`src/rtl/uatx_pkg.sv`:
```
// Shared types and constants for the UART transmit path.
// Assumes at most 12 bits per frame: 1 start, 8 data, 1 parity, 2 stop.
package uatx_pkg;
    localparam int FRAME_W = 12;
    localparam int LEN_W   = $clog2(FRAME_W + 1);

    typedef struct packed {
        logic seven;     // 7 data bits when set
        logic two_stop;  // two stop bits when set
        logic par_en;    // parity bit present
        logic par_even;  // even parity when set, odd when clear
    } uatx_cfg_t;
endpackage

```
`src/rtl/uatx_fifo.sv`:
```
// Character queue of DEPTH entries with a flush.
// Assumes rd_en is raised only while count is non-zero. A write is taken
// only when the count before this cycle's read is below DEPTH. Flush wins.
module uatx_fifo #(
    parameter int DW    = 8,
    parameter int DEPTH = 8,
    localparam int AW   = (DEPTH > 1) ? $clog2(DEPTH) : 1,
    localparam int CW   = $clog2(DEPTH + 1)
) (
    input  logic          clk,
    input  logic          rst_n,
    input  logic          flush,
    input  logic          wr_en,
    input  logic [DW-1:0] wr_data,
    input  logic          rd_en,
    output logic [DW-1:0] rd_data,
    output logic [CW-1:0] count
);
    logic [DW-1:0] mem [DEPTH];
    logic [AW-1:0] wptr, rptr;
    logic          accept;

    function automatic logic [AW-1:0] bump(input logic [AW-1:0] p);
        return (p == AW'(DEPTH - 1)) ? '0 : p + AW'(1);
    endfunction

    // Write acceptance uses the occupancy before any read.
    assign accept  = wr_en && (count < CW'(DEPTH)) && !flush;
    assign rd_data = mem[rptr];

    // Storage write, no reset needed for the data itself.
    always_ff @(posedge clk) begin
        if (accept) mem[wptr] <= wr_data;
    end

    // Pointer and occupancy update.
    always_ff @(posedge clk) begin
        if (!rst_n || flush) begin
            wptr  <= '0;
            rptr  <= '0;
            count <= '0;
        end else begin
            if (accept) wptr <= bump(wptr);
            if (rd_en)  rptr <= bump(rptr);
            count <= count + CW'(accept) - CW'(rd_en);
        end
    end
endmodule

```
`src/rtl/uatx_lvl.sv`:
```
// Free-space threshold for the transmit-ready condition.
// Assumes count never exceeds DEPTH. Code 0 asks for 1 free entry,
// code 1 for half the queue, codes 2 and 3 for an empty queue.
module uatx_lvl #(
    parameter int DEPTH = 8,
    localparam int CW   = $clog2(DEPTH + 1),
    localparam int HALF = (DEPTH > 1) ? DEPTH / 2 : 1
) (
    input  logic [CW-1:0] count,
    input  logic [1:0]    sel,
    output logic          irq
);
    logic [CW-1:0] free_ent;

    assign free_ent = CW'(DEPTH) - count;

    // Compare the free space with the selected level.
    always_comb begin
        case (sel)
            2'd0:    irq = free_ent >= CW'(1);
            2'd1:    irq = free_ent >= CW'(HALF);
            default: irq = free_ent == CW'(DEPTH);
        endcase
    end
endmodule

```
`src/rtl/uatx_ser.sv`:
```
// Frame serializer. On load it builds the whole frame from the byte and the
// configuration, then shifts one bit out every OVS ticks, LSB first.
// Assumes load only when idle or in the cycle that last_tick is high.
module uatx_ser
    import uatx_pkg::*;
#(
    parameter int OVS   = 16,
    localparam int CNTW = (OVS > 1) ? $clog2(OVS) : 1
) (
    input  logic      clk,
    input  logic      rst_n,
    input  logic      tick,
    input  logic      load,
    input  uatx_cfg_t cfg,
    input  logic [7:0] din,
    output logic      busy,
    output logic      last_tick,
    output logic      line
);
    logic [FRAME_W-1:0] shreg, frm;
    logic [CNTW-1:0]    tcnt;
    logic [LEN_W-1:0]   left, flen;
    logic               par;

    // Assemble the frame: start, data, optional parity, stop bits as ones.
    always_comb begin
        par      = cfg.par_even ? ^din[6:0] ^ (din[7] & ~cfg.seven)
                                : ~(^din[6:0] ^ (din[7] & ~cfg.seven));
        frm      = '1;
        frm[0]   = 1'b0;
        frm[7:1] = din[6:0];
        if (cfg.seven) begin
            frm[8] = cfg.par_en ? par : 1'b1;
        end else begin
            frm[8] = din[7];
            if (cfg.par_en) frm[9] = par;
        end
        flen = LEN_W'(10) - LEN_W'(cfg.seven) + LEN_W'(cfg.par_en)
             + LEN_W'(cfg.two_stop);
    end

    assign last_tick = busy && tick && (tcnt == CNTW'(OVS - 1))
                       && (left == LEN_W'(1));
    assign line      = busy ? shreg[0] : 1'b1;

    // Load a new frame or advance the one in flight.
    always_ff @(posedge clk) begin
        if (!rst_n) begin
            shreg <= '1;
            tcnt  <= '0;
            left  <= '0;
            busy  <= 1'b0;
        end else if (load) begin
            shreg <= frm;
            tcnt  <= '0;
            left  <= flen;
            busy  <= 1'b1;
        end else if (busy && tick) begin
            if (tcnt == CNTW'(OVS - 1)) begin
                tcnt  <= '0;
                shreg <= {1'b1, shreg[FRAME_W-1:1]};
                left  <= left - LEN_W'(1);
                if (left == LEN_W'(1)) busy <= 1'b0;
            end else begin
                tcnt <= tcnt + CNTW'(1);
            end
        end
    end
endmodule

```
`src/rtl/uart_tx_cts.sv`:
```
// UART transmit path: queue, serializer, clear-to-send, break and disable gating.
// Assumes tick16 is a one-cycle pulse and cts_n is already synchronous to clk.
// Gates are sampled only where a new frame could begin.
module uart_tx_cts
    import uatx_pkg::*;
#(
    parameter int DEPTH = 8,
    parameter int OVS   = 16,
    localparam int CW   = $clog2(DEPTH + 1)
) (
    input  logic       clk,
    input  logic       rst_n,
    input  logic       tick16,
    input  logic       wr_en,
    input  logic [7:0] wr_data,
    input  logic       fifo_flush,
    input  logic       char7,
    input  logic       stop2,
    input  logic       par_en,
    input  logic       par_even,
    input  logic [1:0] thr_sel,
    input  logic       cts_en,
    input  logic       cts_n,
    input  logic       brk,
    input  logic       tx_dis,
    output logic       txd,
    output logic       all_sent,
    output logic       tx_rdy_irq,
    output logic       cts_off
);
    logic [CW-1:0] fifo_cnt;
    logic [7:0]    head;
    logic          busy, last_tick, ser_line, start, gate_ok;
    uatx_cfg_t     cfg;

    assign cfg     = '{seven: char7, two_stop: stop2, par_en: par_en, par_even: par_even};
    assign gate_ok = !tx_dis && !brk && !(cts_en && cts_n);
    assign start   = tick16 && (!busy || last_tick) && (fifo_cnt != '0) && gate_ok;

    uatx_fifo #(.DW(8), .DEPTH(DEPTH)) u_fifo (
        .clk(clk), .rst_n(rst_n), .flush(fifo_flush), .wr_en(wr_en),
        .wr_data(wr_data), .rd_en(start), .rd_data(head), .count(fifo_cnt)
    );

    uatx_ser #(.OVS(OVS)) u_ser (
        .clk(clk), .rst_n(rst_n), .tick(tick16), .load(start), .cfg(cfg),
        .din(head), .busy(busy), .last_tick(last_tick), .line(ser_line)
    );

    uatx_lvl #(.DEPTH(DEPTH)) u_lvl (
        .count(fifo_cnt), .sel(thr_sel), .irq(tx_rdy_irq)
    );

    assign txd      = brk ? 1'b0 : ser_line;
    assign all_sent = (fifo_cnt == '0) && !busy;
    assign cts_off  = cts_n;
endmodule

```
`config.mk`:
```
export PLATFORM = sky130hd
export DESIGN_NAME = uart_tx_cts
export DESIGN_NICKNAME = d
export VERILOG_FILES = /design/src/rtl/uatx_pkg.sv /design/src/rtl/uatx_fifo.sv /design/src/rtl/uatx_lvl.sv /design/src/rtl/uatx_ser.sv /design/src/rtl/uart_tx_cts.sv
export SDC_FILE = /design/constraint.sdc
export NUM_CORES = 1
export LEC_CHECK = 0
export ABC_CLOCK_PERIOD_IN_PS = 3500
export BUFFER_PORTS_ARGS = -buffer_cell sky130_fd_sc_hd__buf_2
export CAP_MARGIN = 20
export CORE_AREA = 5 5 103 105
export CTS_BUF_LIST = sky130_fd_sc_hd__clkbuf_2
export DETAILED_ROUTE_END_ITERATION = 12
export DIE_AREA = 0 0 108 110
export PLACE_DENSITY = 0.72
export SYNTH_ARGS = -nofsm -noshare
export SYNTH_HDL_FRONTEND = slang
export SYNTH_SLANG_ARGS = --single-unit
```
`constraint.sdc`:
```
create_clock -name clk -period 3.5 [get_ports clk]
set_input_delay 0.875 -clock clk [delete_from_list [all_inputs] [get_ports clk]]
set_output_delay 0.875 -clock clk [all_outputs]
set_load 0.005 [all_outputs]
```
-- After elaboration in Yosys (flattened, before gate mapping)
Memory sizes are Yosys's and may differ from the RTL's. A register that Yosys moved wholly into a read port is not among the register bits.
Cells that the tools add are included.
- memories: 1
- register bits after elaboration: 29
- logic and storage cells: 86
- bits of input ports: 23
- bits in writable memories: 64
- output and inout bits: 4
- add/sub/neg operators: 10
- multiplexer cells: 24
- reduce and logical (&&, ||, !) cells: 30
- bitwise operators: 5
- order comparisons: 3
- equal/unequal tests: 6
- memory list (memory ; words ; width ; rd ports ; clocked after Yosys merged registers in ; write ports ; RTL line ; text):
    u_fifo.mem ; 8 ; 8 ; 1 ; 1 ; 1 ; uatx_fifo.sv:19 ; logic [DW-1:0] mem [DEPTH];
- operators by type and width (cell ; count):
    $mux 10 ; 3
    $mux 4 ; 4
    $add 4x1->4 ; 3
    $logic_and 1x1->1 ; 12
    $mux 1 ; 12
    $mux 3 ; 4
    $eq 4x4->1 const B ; 2
    $reduce_xor 7->1 ; 1
    $add 3x1->3 const B ; 2
    $eq 3x3->1 const B ; 2
    $logic_not 1->1 ; 6
    $reduce_bool 2->1 ; 3
    $add 4x1->4 const B ; 1
    $eq 4x1->1 const B ; 1
    $ge 4x1->1 const B ; 1
    $ge 4x3->1 const B ; 1
    $logic_not 4->1 ; 1
    $lt 4x4->1 const B ; 1
    $reduce_bool 4->1 ; 1
    $sub 4x1->4 ; 1
    $sub 4x1->4 const A ; 1
    $sub 4x1->4 const B ; 1
    $sub 4x4->4 const A ; 1
    $not 1->1 ; 3
    9 further kinds ; 10

-- Longest topological paths before layout
Gate-level depths: netlist (run 1).
- depth after elaboration: 9
- mapped depth: 14
- depth with buffers taken out: 12

-- Cells and area by module
From an unflattened synthesis (run 1), not the netlist that was laid out.
- cells, all modules: 294
- area total of the unflattened synthesis: 4272.8 um2
- by module, submodules not included (module ; area an instance (um2) ; cells an instance ; seq. area each (um2) ; instances):
    uatx_fifo ; 3113.0 ; 164 ; 2182.1 ; 1
    uatx_ser ; 1064.8 ; 117 ; 380.4 ; 1
    uart_tx_cts ; 53.8 ; 7 ; 0.0 ; 1
    uatx_lvl ; 41.3 ; 6 ; 0.0 ; 1

-- Least setup slack after synthesis (run 1)
OpenSTA, ideal clock, no wires.
- kind: input -> register
- start point: input port cts_en
- end point: register u_fifo.count[3]
- path buffers: 2
- data required time: 3.429 ns
- slack: 0.675 ns
- library setup time: 0.071 ns
- arrival time: 2.754 ns
- cell stages on the path: 12
- path through: a211oi_1 > nand3_1 > or2_1 > clkbuf_1 > clkbuf_1 > nand2_1 > nand2_1 > ha_1 > a21oi_1 > nor2_1 > or3_1 > a21oi_1
- cells in the longest elaborated chain, start to end: 5
- ends and longest elaborated chain (what ; RTL line ; text):
    start: declaration ; uart_tx_cts.sv:22 ; input logic cts_en,
    $logic_and 1x1->1 ; uart_tx_cts.sv:37 ; assign gate_ok = !tx_dis && !brk && !(cts_en && cts_n);
    $logic_not 1->1 ; uart_tx_cts.sv:37 ;
    $logic_and 1x1->1 ; uart_tx_cts.sv:37 ;
    $logic_and 1x1->1 ; uart_tx_cts.sv:38 ; assign start = tick16 && (!busy || last_tick) && (fifo_cnt != '0) && gate_ok;
    $sub 4x1->4 ; uatx_fifo.sv:45 ; count <= count + CW'(accept) - CW'(rd_en);
    end signal: assignment ; uatx_fifo.sv:45 ;
    end: declaration ; uatx_fifo.sv:17 ; output logic [CW-1:0] count
No other way between the ends.
A chain may end at the register's enable or synchronous reset.

-- Worst setup path after layout (run 1)
- start point: register u_fifo.count[1]
- end point: output port tx_rdy_irq
- cells in the longest elaborated chain, start to end: 3
- elaborated cells between the ends (all ways): 5
- those cells by class: add/sub (1); order compare (2); eq/ne (1); mux (1)
- ends and longest elaborated chain (what ; RTL line ; text):
    $sub 4x4->4 (*) ; uatx_lvl.sv:15 ; assign free_ent = CW'(DEPTH) - count;
    $ge 4x3->1, or another cell as far along ; uatx_lvl.sv:21 ; 2'd1: irq = free_ent >= CW'(HALF);
    $pmux 1 s2 (*) ; uatx_lvl.sv:19 ; case (sel)
    end: declaration ; uart_tx_cts.sv:28 ; output logic tx_rdy_irq,
Every way passes the cells marked *; elsewhere a longest branch is shown, timed or not.

==> run summary, run 1 <==
- **FP Rows** 36
- **final number of hold-violating endpoints** 0
- **Detail Route Antenna Nets** 0
- **total clock sinks** 96
- **RSZ-0062 raised after global routing** false
- **most common cell after layout, fill and taps aside** edfxtp_1
- **pre-CTS setup slack** 0.687 ns
- **Max VDD drop** 0.267 mV
- **length of the first detailed-routing pass in iterations** 7
- **Buffers & Inverters on Critical Path** 2
- **Placer Congestion** 0.784
- **Worst Clk Skew** 0.0224 ns
- **Pins Over Slew Limit** 0
- **data required time at the worst endpoint** 2.62 ns
- **GRT Overall Usage** 14.1%
- **quantity of I/O buffers inserted on ports** 26
- **area growth from synthesis to final layout** 10.5%
- **count of hold-fix buffers inserted at cts** 0
- **first-pass GRT wire length** 12600 µm
- **net count after synthesis** 357
- **post-synthesis register bit count** 96
- **Max FO, Critical Path** 6
- **area of the multi-input gates** 0.00154 mm²
- **leading cell types in the layout, fill and taps excluded** 64 x edfxtp_1, 35 x nand2_1, 32 x dfxtp_1
- **Main synth FF type** edfxtp_1
- **clock latency of the later-clocked register in the worst-skew pair** 0.55 ns
- **Highest Clock Rate** 320 MHz
- **wirelength, routed** 7610 µm
- **result of the run** finished clean
- **Hold Path End** u_fifo.rptr[1]$_SDFFE_PP0P_
- **final worst setup slack** 0.374 ns
- **number of buffers between clock root and the deepest sink** 2
- **Floorplan Core Area** 0.00955 mm²
- **total via count in the routed design** 2515
- **Reg clk slew, reported paths** 0.26 ns
- **ratio of cells with drive above 1 in the final layout** 21.8%
- **net count reported at finish** 397
- **Avg Synthesized Cell Area** 13.3 µm²
- **Chip Width** 108 µm
- **Synth warnings** 0
- **Final setup violation count** 0
- **count of boundary I/O pins** 27
- **sequential cell area fraction in the yosys report** 60.8%
- **Post CTS Setup Buffer Count** 0
- **Initial DRC Count** 149
- **effective utilization at floorplan** 44.1%
- **headroom to the max-slew limit** 55.5%
- **Yosys cell types** 42
- **maximum capacitance violations** 0
- **pwr/cell area** 390 mW/mm²
- **delay contributed by the slowest stage of the critical path** 0.52 ns
- **via count of the first global-routing pass** 2557
- **hold crit path type** register to register
- **Detailed Place HPWL** 5200 µm
- **CTS H-tree depth** 3
- **largest net degree at the start of global routing** 20
- **Worst Setup Start Kind** register
- **slowest stage cell on the critical path** dfxtp_1
- **CTS buffer count** 9
- **Syn Std Cell Area** 0.00421 mm²
- **final worst path period need** 3.13 ns
- **delay-heaviest family, CP** flip-flops
- **count of mapped cells out of synthesis** 317
- **cell at the root of the clock tree** clkbuf_2
- **endpoint of the lowest-slack register-to-register path** u_ser.shreg[8]$_SDFFE_PN1P_
- **per-cell routed wire length** 15.4 µm
- **worst reg2reg path depth** 7
- **number of antenna violations at the first check in global routing** 0
- **CTS tree** yes
- **Critical Path Sink Type** primary output
- **total congestion overflow** 0
- **CP Data Arrival Time** 2.25 ns
- **number of gates resized after CTS** 0
- **detail-routed via count per cell** 5.08
- **combined flip-flop and latch cell area** 0.00256 mm²
- **worst-path cell chain** inv_1, ha_1, nor2b_1, xnor2_1, a31oi_1, nor2_1, a221oi_1, buf_2
- **static leakage** 1.61 nW
- **worst setup path class** register to primary output
- **overall die height** 110 µm
- **# DRC** 0
- **number of enable-type register cells in the synthesized netlist** 64
- **Period Utilization, post-route** 89.3%
- **DIE AREA** 0.0119 mm²
- **asr flop ratio synth** 0%
- **filler cell count in the final layout** 837
- **diodes inserted** 0
- **worst hold path cell count** 2
- **hold wc startpoint** u_fifo.rptr[1]$_SDFFE_PP0P_
- **slack of the worst reg-to-reg path** 0.74 ns
- **worst slew pin tran** 0.667 ns
- **post-route setup TNS** 0 ns
- **hold slack** 0.503 ns
-- layout make-up --
cell class / instances / share of cell area (%)
flip-flops and latches: 96 / 55.1
clock buffers: 9 / 0.968
multi-input cells: 197 / 33.1
clock inverters: 7 / 1.18
inverters: 13 / 1.05
repair buffers: 40 / 5.05
well taps: 133 / 3.58
-- synthesized netlist by cell type, drive strengths merged, types with 2 or more instances --
master,count,area [µm²]
a211oi,3,22.5
a21oi,18,90.1
a31oi,2,12.5
buf,5,38.8
clkbuf,6,22.5
dfxtp,32,641
edfxtp,64,1920
ha,16,200
inv,13,48.8
mux2,7,78.8
mux2i,11,110
mux4,16,360
nand2,35,131
nand2b,4,25.0
nand3,3,15.0
nor2,29,109
nor2b,2,12.5
nor3,9,45.0
o21ai,11,55.1
or3,3,18.8
xnor2,7,61.3
xor2,5,43.8
-- registers in the layout (all words and copies together), names as in the netlist, named ones only --
name and cells:
u_ser.tcnt 4, u_ser.busy 1, u_fifo.mem 64, u_fifo.count 4
u_fifo.wptr 3, u_ser.left 4, u_ser.shreg 10, u_fifo.rptr 3
-- layer usage --
metal	vias to the layer above	GRT usage, %	wire length [µm]
met5	-	0	0
met4	0	3.52	62
met3	4	3.79	383
met2	64	23.8	3720
met1	1208	18.1	3450
li1	1239	-	-
-- tightest hold or removal path, cell delays in order, from the launching register on --
cell     delay, ns
dfxtp_1       0.38
nand2_1       0.07
a21oi_1       0.05
-- cell families (layout without fill, tap and decap cells) --
kind of cell	Yosys count	after routing	share of synthesized area [%]
buf+inv	24	69	2.61
fa+ha+maj	17	17	5.23
xor+xnor	13	13	3.06
compound gates	40	40	5.43
simple gates	93	93	9.83
mux	34	34	13.0
flops	96	96	60.8
-- through the flow --
step / utilization, % / total power, W / instances / instance area (µm²)
floorplan: - / 0.00131 / 317 / 4210
global placement: 47.7 / 0.00135 / 479 / 4550
global route: 48.7 / 0.00190 / 495 / 4650
detailed placement: 47.7 / 0.00135 / 479 / 4550
CTS: 48.7 / 0.00183 / 495 / 4650
finish: 48.7 / 0.00181 / 495 / 4650
-- power by group --
part	switching, W	total (W)	internal, W
clock	0.000385	0.000488	0.000103
combinational	0.0000571	0.000103	0.0000464
sequential	0.00000465	0.00122	0.00122
total	0.000447	0.00181	0.00137
-- worst max path at each step --
stage                                          start                    endpoint  slack, ns  depth (start not counted)
after global routing      u_fifo.count[1]$_SDFF_PP0_                  tx_rdy_irq       0.12                          8
after floorplan                               cts_en  u_fifo.count[3]$_SDFF_PP0_       0.68                         12
after global placement                        cts_en  u_fifo.count[3]$_SDFF_PP0_       0.75                          9
final                     u_fifo.count[1]$_SDFF_PP0_                  tx_rdy_irq       0.37                          8
after detailed placement                      cts_en  u_fifo.count[2]$_SDFF_PP0_       0.69                         10
after CTS                 u_fifo.count[1]$_SDFF_PP0_                  tx_rdy_irq       0.35                          8
No activity file was read; power rests on OpenSTA's default activity.
==> run 2, diff against run 1 <==
- GPL_TIMING_DRIVEN: unset -> 0
==> run summary, run 2 (synthesized netlist as in run 1, its figures left out) <==
- **sw frac** 24.5%
- **count of hold-fix buffers inserted at cts** 0
- **per-cell routed wire length** 15.4 µm
- **# DRC** 0
- **final worst path period need** 3.20 ns
- **Placer Congestion** 0.825
- **quantity of I/O buffers inserted on ports** 26
- **final number of hold-violating endpoints** 0
- **overall die height** 110 µm
- **Biggest register** u_fifo.mem
- **leading cell types in the layout, fill and taps excluded** 64 x edfxtp_1, 35 x nand2_1, 32 x dfxtp_1
- **Power Internal** 0.00146 W
- **area growth from synthesis to final layout** 10.6%
- **post-route setup TNS** 0 ns
- **Chip Width** 108 µm
- **cell at the root of the clock tree** clkbuf_2
- **Detail Route Antenna Nets** 0
- **net count reported at finish** 396
- **Final setup violation count** 0
- **Initial DRC Count** 125
- **pwr/cell area** 414 mW/mm²
- **Detailed Place HPWL** 5430 µm
- **Worst Clk Skew** 0.0313 ns
- **count of boundary I/O pins** 27
- **total via count in the routed design** 2499
- **part of the total power dissipated in sequential elements** 63.4%
- **Pins Over Slew Limit** 0
- **GRT busiest layer** met2
- **CTS tree** yes
- **ratio of cells with drive above 1 in the final layout** 19.9%
- **first-pass GRT wire length** 12300 µm
- **GRT met3 Usage** 4.19%
- **power spent charging and discharging nets** 0.000474 W
- **DIE AREA** 0.0119 mm²
- **length of the first detailed-routing pass in iterations** 5
- **CTS H-tree depth** 3
- **Worst Setup Start Kind** register
- **final cell utilization of the core** 48.8%
- **result of the run** finished clean
- **part of the total power dissipated in the clock network** 31.2%
- **Floorplan Core Area** 0.00955 mm²
- **FP Rows** 36
- **data required time at the worst endpoint** 3.98 ns
- **Period Utilization, post-route** 91.4%
- **largest net degree at the start of global routing** 20
- **CP Data Arrival Time** 3.68 ns
- **number of gates resized after CTS** 0
- **CTS buffer count** 9
- **Max FO, Critical Path** 10
- **wirelength, routed** 7630 µm
- **number of antenna violations at the first check in global routing** 0
- **number of flip-flops in the largest register** 64
- **met2 usage** 22.6%
- **effective utilization at floorplan** 44.1%
- **worst slew pin tran** 0.960 ns
- **headroom to the max-slew limit** 35.7%
- **Reg clk slew, reported paths** 0.29 ns
- **filler cell count in the final layout** 843
- **biggest registers after layout** u_fifo.mem x64, u_ser.shreg x10
- **via count of the first global-routing pass** 2518
- **Critical Path Sink Type** register
- **hold crit path type** input pin to register
- **GRT Overall Usage** 13.6%
- **total clock sinks** 96
- **diodes inserted** 0
- **static leakage** 1.60 nW
- **global-route met1 utilization** 18.0%
- **detail-routed via count per cell** 5.06
- **most common cell after layout, fill and taps aside** edfxtp_1
- **maximum capacitance violations** 0
- **total congestion overflow** 0
- **clock latency of the later-clocked register in the worst-skew pair** 0.55 ns
- **combinational power share** 5.4%
- **hold slack** 0.507 ns
- **number of buffers between clock root and the deepest sink** 2
- **Highest Clock Rate** 313 MHz
- **worst setup path class** register to register
- **Post CTS Setup Buffer Count** 0
- **Max VDD drop** 0.260 mV
- **RSZ-0062 raised after global routing** false
-- run 2: cell types whose count changed in the layout (fill, tap and decap cells not counted), sizes merged --
cell and change:
buf -7, clkinv -4, inv +3, bufinv +1, clkbuf +6
-- run 2: metal layers --
metal	vias up	wire (µm)
li1	1241	-
met1	1203	3570
met3	5	354
met5	-	0
met2	50	3680
met4	0	31
-- run 2: power groups by stage --
stage | clock network [W] | registers (W) | logic (W)
after floorplan | 0 | 0.00125 | 0.0000625
after global placement | 0 | 0.00125 | 0.0000994
after detailed placement | 0 | 0.00125 | 0.000106
after CTS | 0.000618 | 0.00122 | 0.000107
after global routing | 0.000669 | 0.00122 | 0.000118
final | 0.000601 | 0.00122 | 0.000105
-- run 2: worst max-delay path: stages, from the launching register on --
cell	delay, ns
dfxtp_1	0.42
ha_1	0.25
and3_1	0.22
a21boi_1	0.32
or2_1	0.17
clkbuf_1	0.38
clkbuf_1	0.39
nand2_1	0.09
nand2_1	0.08
ha_1	0.15
inv_1	0.06
fa_1	0.37
xnor2_1	0.16
nor2_1	0.05
-- run 2: path summary, 6_finish.rpt --
path                                      end                  startpoint  slack (ns)  cells past startpoint
setup / recovery   u_fifo.count[2]$_SDFF_PP0_  u_ser.tcnt[0]$_SDFFE_PP0P_        0.30                     13
hold / removal    u_ser.shreg[9]$_SDFFE_PN1P_                      par_en        0.51                      2
setup reg to reg   u_fifo.count[2]$_SDFF_PP0_  u_ser.tcnt[0]$_SDFFE_PP0P_        0.30                     13
hold reg to reg    u_ser.tcnt[1]$_SDFFE_PP0P_  u_ser.tcnt[1]$_SDFFE_PP0P_        0.52                      2
-- run 2: layout make-up --
type	instances	area [µm²]	share of cell area (%)
flip-flops and latches	96	2560	55.0
multi-input cells	197	1540	33.1
well taps	133	166	3.57
repair buffers	28	140	3.01
clock inverters	7	95.1	2.04
plain buffers	11	61.3	1.32
inverters	13	48.8	1.05
clock buffers	9	45.0	0.966
-- run 2: stage by stage --
stage / total power, W / setup slack, ns / cells / cell area [µm²]
final: 0.00193 / 0.303 / 494 / 4660
after CTS: 0.00195 / 0.275 / 494 / 4660
after detailed placement: 0.00135 / 0.203 / 478 / 4520
after global routing: 0.00201 / 0.0535 / 494 / 4660
after global placement: 0.00135 / 0.111 / 476 / 4510
after floorplan: 0.00131 / 0.675 / 317 / 4210
